`src/rtl/bkp_master.sv`:
```
module bkp_master #(
  parameter int AW = 20,
  parameter int DW = 8,
  parameter int TW = 12
) (
  input  logic          clk,
  input  logic          rst_n,
  input  logic [TW-1:0] cfg_timeout,
  input  logic          req_start,
  input  logic [AW-1:0] req_addr,
  input  logic [DW-1:0] req_wdata,
  input  logic          req_mem,
  input  logic          req_rd,
  output logic [DW-1:0] rsp_rdata,
  output logic          rsp_done,
  output logic          rsp_err,
  output logic [AW-1:0] bus_addr,
  output logic [DW-1:0] bus_wdata,
  output logic          bus_wdata_oe,
  input  logic [DW-1:0] bus_rdata,
  output logic [2:0]    bus_cm,
  output logic          adr_stb_n,
  output logic          dat_stb_n,
  input  logic          dat_ack_n,
  input  logic          trf_err_n
);

  typedef enum logic [1:0] {S_IDLE, S_SETUP, S_WAIT, S_RECOV} st_t;

  st_t           st;
  logic [TW-1:0] cnt;
  logic          stb;

  wire got_ack  = !dat_ack_n;
  wire got_err  = !trf_err_n;
  wire tmo_last = (cnt == cfg_timeout - TW'(1));
  wire finish   = got_ack || got_err || tmo_last;

  assign adr_stb_n = !stb;
  assign dat_stb_n = !stb;

  always_ff @(posedge clk) begin
    if (!rst_n) begin
      st           <= S_IDLE;
      cnt          <= '0;
      stb          <= 1'b0;
      bus_addr     <= '0;
      bus_wdata    <= '0;
      bus_wdata_oe <= 1'b0;
      bus_cm       <= 3'b111;
      rsp_rdata    <= '0;
      rsp_done     <= 1'b0;
      rsp_err      <= 1'b0;
    end else begin
      rsp_done <= 1'b0;
      case (st)
        S_IDLE: if (req_start) begin
          bus_addr     <= req_addr;
          bus_wdata    <= req_wdata;
          bus_wdata_oe <= !req_rd;
          bus_cm       <= {1'b1, req_mem, req_rd};
          st           <= S_SETUP;
        end
        S_SETUP: begin
          stb <= 1'b1;
          cnt <= '0;
          st  <= S_WAIT;
        end
        S_WAIT: if (finish) begin
          stb          <= 1'b0;
          bus_wdata_oe <= 1'b0;
          rsp_done     <= 1'b1;
          rsp_err      <= got_err || !got_ack;
          if (got_ack && !got_err && bus_cm[0]) rsp_rdata <= bus_rdata;
          st           <= S_RECOV;
        end else begin
          cnt <= cnt + TW'(1);
        end
        S_RECOV: if (!got_ack && !got_err) st <= S_IDLE;
        default: st <= S_IDLE;
      endcase
    end
  end

  p_cm_legal_r2: assert property (@(posedge clk) disable iff (!rst_n)
    bus_cm[2] == 1'b1);

  p_setup_r4: assert property (@(posedge clk) disable iff (!rst_n)
    $fell(dat_stb_n) |-> $stable(bus_addr) && $stable(bus_cm) && $stable(bus_wdata));

  p_hold_r4: assert property (@(posedge clk) disable iff (!rst_n)
    (!dat_stb_n && $past(!dat_stb_n)) |-> $stable(bus_addr) && $stable(bus_cm)
                                         && $stable(bus_wdata) && $stable(bus_wdata_oe));

  p_wait_r5: assert property (@(posedge clk) disable iff (!rst_n)
    (!dat_stb_n && dat_ack_n && trf_err_n && !tmo_last) |=> !dat_stb_n);

  p_done_edge_r5: assert property (@(posedge clk) disable iff (!rst_n)
    rsp_done |-> dat_stb_n && $past(!dat_stb_n));

  p_done_pulse_r5: assert property (@(posedge clk) disable iff (!rst_n)
    rsp_done |=> !rsp_done);

  p_keep_rdata_r7: assert property (@(posedge clk) disable iff (!rst_n)
    (rsp_done && rsp_err) |-> $stable(rsp_rdata));

  p_slave_err_r7: assert property (@(posedge clk) disable iff (!rst_n)
    (!dat_stb_n && !trf_err_n) |=> rsp_done && rsp_err);

  p_timeout_r8: assert property (@(posedge clk) disable iff (!rst_n)
    (!dat_stb_n && tmo_last && dat_ack_n && trf_err_n) |=> rsp_done && rsp_err);

  p_recover_r9: assert property (@(posedge clk) disable iff (!rst_n)
    $fell(dat_stb_n) |-> $past(dat_ack_n) && $past(trf_err_n));

  p_err_hold_r10: assert property (@(posedge clk) disable iff (!rst_n)
    !rsp_done |-> $stable(rsp_err));

endmodule

```
`config.mk`:
```
export PLATFORM = sky130hd
export DESIGN_NAME = bkp_master
export DESIGN_NICKNAME = d
export VERILOG_FILES = /design/src/rtl/bkp_master.sv
export SDC_FILE = /design/constraint.sdc
export NUM_CORES = 1
export LEC_CHECK = 0
export ABC_AREA = 1
export BUFFER_PORTS_ARGS = -buffer_cell sky130_fd_sc_hd__clkbuf_2
export CORE_MARGIN = 4
export CORE_UTILIZATION = 45
export CTS_CLUSTER_SIZE = 20
export DETAILED_ROUTE_END_ITERATION = 8
export PLACE_DENSITY = 0.76
export REMOVE_ABC_BUFFERS = 1
export SYNTH_ARGS = -nofsm -noshare
export SYNTH_HDL_FRONTEND = slang
export SYNTH_SLANG_ARGS = --single-unit
```
`constraint.sdc`:
```
create_clock -name clk -period 1.5 [get_ports clk]
set_input_delay 0 -clock clk [delete_from_list [all_inputs] [get_ports clk]]
set_output_delay 0 -clock clk [all_outputs]
set_load 0.05 [all_outputs]
```
==> flow_summary_export.csv <==
group,metric,value,unit
logic_synthesis,synth-edff-count,0,
global_route,track_usage,22.61,%
drt,wl,8.526,mm
cts,cts_tree,"built",
run_status,status,"finished with violations",
die,rows,28,
die,ios,99,
worst_setup_path,path_max_fanout,8,
logic_synthesis,postSynthAreaPerCell,6.606,µm²
drt,wire_per_inst,12.76,µm
finish,post-route-util,69.78,%
worst_setup_path,crit_arrival,1.97,ns
hold_path,hp-class,"input port to register",
timing,fmax,0.5754,GHz
drt,ant_nets,0,
finish,drive_gt1_share,30.86,%
global_route,grt_overflow,0,
logic_synthesis,netlist_instances,433,
logic_synthesis,syn_area,2860,µm²
finish,multi_input_area,1638,µm²
timing,maxSlewHeadroom,59.64,%
finish,final_common_cell,"clkbuf_2",
finish,layout_common_cells,"clkbuf_2 (97), nand2_1 (93), nor2_1 (87)",
global_route,grt_max_degree,34,
pwr,leakagePower,1.995,nW
cts,clk_latency,0.31,ns
worst_setup_path,cpLargestDelayFamily,"simple AND/OR/NAND/NOR gates",
pwr,power,5.843,mW
pwr,ir_worst_vdd,1.107,mV
timing,setup_slack,-0.2379,ns
drt,drtIter0Drc,192,
finish,postLayoutCellArea,4229,µm²
finish,fillers,480,
finish,layout.cells.non_filler,668,
cts,htree_levels,2,
die,dieArea,7696,µm²
timing,setup-violations-final,18,
timing,rsz0062_at_grt,"yes",
worst_setup_path,crit_required,1.74,ns
timing,worst_hold_slack,0.03850,ns
logic_synthesis,synth_cell_types,28,
timing,period_share,115.9,%
cts,cts.sinks,56,
worst_setup_path,cp-end-kind,"register",
finish,nets,652,
drt,drt-pass1-iter-count,4,
worst_setup_path,start_kind,"register",
cts,cts_buffers,5,
place,place_congestion,0.8254,
timing,final.min_clock_period,1.738,ns
logic_synthesis,ys_ff_latch,56,
worst_setup_path,critPathKind,"register to register",
worst_setup_path,cp_cell_sequence,"nand2_2, inv_1, nor2_1, nand2_1, nand2_1, nand2_1, nor2_2, nand2_1, nor2_2, nand3_2, nand2_4, nand2_8, nand2_8, nand2_2, a21oi_2",
die,core,6061,µm²
place,port_buffers,97,
finish,antenna_cells,0,
cts,post_cts_buffers,0,
place,dp_cells,620,
timing,drv_slew,0,
finish,syn_to_final_growth,47.86,%
drt,vias,3284,
timing,setup_tns,-3.188,ns
worst_setup_path,crit_path_top_delay_cell,"dfxtp_4",
die,start_util,47.19,%
finish,seq_area,1129,µm²
pwr,power_density,1382,nW/µm²
flow_run,drv_cap,0,
worst_setup_path,cp_common_cell,"nand2_1",
place,placed_area,3606,µm²
logic_synthesis,synth_ff_type,"dfxtp_1",
worst_setup_path,critPathBufInv,1,
global_route,grt_first_pass_wirelength,14.14,mm
global_route,antenna_found_initial,0,
cts,clkSlewWorstSetupHoldPaths,0.09,ns
place,place_ws,-0.3396,ns
logic_synthesis,yosysSeqAreaShare,39.20,%
drt,vias_per_cell,4.916,
die,fp.dieH,87.73,µm
cts,cts_buffer_depth,2,
die,fp.dieW,87.73,µm
logic_synthesis,async_reset_ff_share,0,%
timing,finalClockSkew,0.01080,ns
global_route,first_global_vias,3260,
drt,remaining_drc_errors,0,
timing,hold_viol,0,
cts,cts_root_buf,"clkbuf_8",
place,place.detailed.hpwl,5.573,mm
worst_setup_path,critical_path.max_stage_delay,0.37,ns
run_status,violations,"negative setup slack",
timing,tightest_slew,0.6047,ns
logic_synthesis,yosys_warnings,0,
[logic make-up after synthesis]
| family | share of synthesized area (%) |
|---|---|
| DFF | 39.20 |
| and+or+nand+nor | 37.18 |
| buffers and inverters | 8.224 |
| adders and majority gates | 2.187 |
| AOI/OAI and AO/OA | 9.099 |
| xor gates and xnor gates | 3.981 |
| other | 0.1311 |
[per-layer routing]
layer | global-route usage (%) | wire length [µm]
met1 | 26.73 | 3431
met2 | 38.36 | 4170
met3 | 7.244 | 777
met4 | 8.229 | 146
met5 | 0 | 0
[sequential cells by signal, summed over array words and instances (netlist names)]
| signal | flops |
|---|---|
| st | 2 |
| bus_wdata_oe | 1 |
| stb | 1 |
| cnt | 12 |
| bus_wdata | 8 |
| rsp_done | 1 |
| bus_cm | 2 |
| rsp_err | 1 |
| bus_addr | 20 |
| rsp_rdata | 8 |
[cells in the mapped netlist, types with 2 or more instances]
| master | count | area share (%) |
|---|---|---|
| nand4_1 | 5 | 1.1 |
| or2_2 | 2 | 0.44 |
| nand2_1 | 101 | 13 |
| nand3_1 | 31 | 5.4 |
| nand3b_1 | 4 | 1.0 |
| inv_1 | 36 | 4.7 |
| clkbuf_1 | 13 | 1.7 |
| nor2_1 | 90 | 12 |
| xnor2_1 | 3 | 0.92 |
| ha_1 | 5 | 2.2 |
| buf_2 | 2 | 0.35 |
| nor2_2 | 4 | 0.87 |
| a21oi_1 | 21 | 3.7 |
| nand2_4 | 2 | 0.79 |
| buf_4 | 3 | 0.79 |
| o21ai_0 | 30 | 5.2 |
| dfxtp_1 | 56 | 39 |
| nor3_1 | 5 | 0.87 |
| xor2_1 | 10 | 3.1 |
| nand3_2 | 2 | 0.70 |
[power by group]
| group | switching, mW | total, mW | internal (mW) |
|---|---|---|---|
| Sequential | 0.189 | 1.97 | 1.78 |
| Combinational | 2.18 | 3.01 | 0.834 |
| Clock | 0.483 | 0.860 | 0.377 |
[layout make-up]
class	instances	area share (%)
clock inverters	1	0.1775
repair buffers	170	26.86
inverters	37	3.284
well taps	75	2.219
flip-flops and latches	56	26.69
multi-input cells	322	38.73
clock buffers	7	2.041
[worst paths after layout]
check | startpoint | endpoint | slack (ns) | cells after the start
setup / recovery | cnt[3]$_SDFFE_PN0P_ | cnt[4]$_SDFFE_PN0P_ | -0.24 | 15
hold / removal | dat_ack_n | rsp_err$_SDFFE_PN0P_ | 0.04 | 3
setup reg to reg | cnt[3]$_SDFFE_PN0P_ | cnt[4]$_SDFFE_PN0P_ | -0.24 | 15
hold reg to reg | rsp_rdata[6]$_SDFFE_PN0P_ | rsp_rdata[6]$_SDFFE_PN0P_ | 0.46 | 2
[worst reg2reg max path, delay by kind of cell, from the launching register on]
family / cells / cell delay, ns
AND/OR/NAND/NOR: 13 / 1.12
flip-flops: 1 / 0.37
buffers and inverters: 1 / 0.04
AO/OA/AOI/OAI: 1 / 0.13
[timing repair]
action / CTS / global route
cloned: 2 / 0
pin swaps: 0 / 6
hold endpoints to repair: 38 / 0
setup endpoints to repair: 26 / 27
hold buffers: 38 / 0
resized for setup: 11 / 28
(Power assumes the default switching activity.)
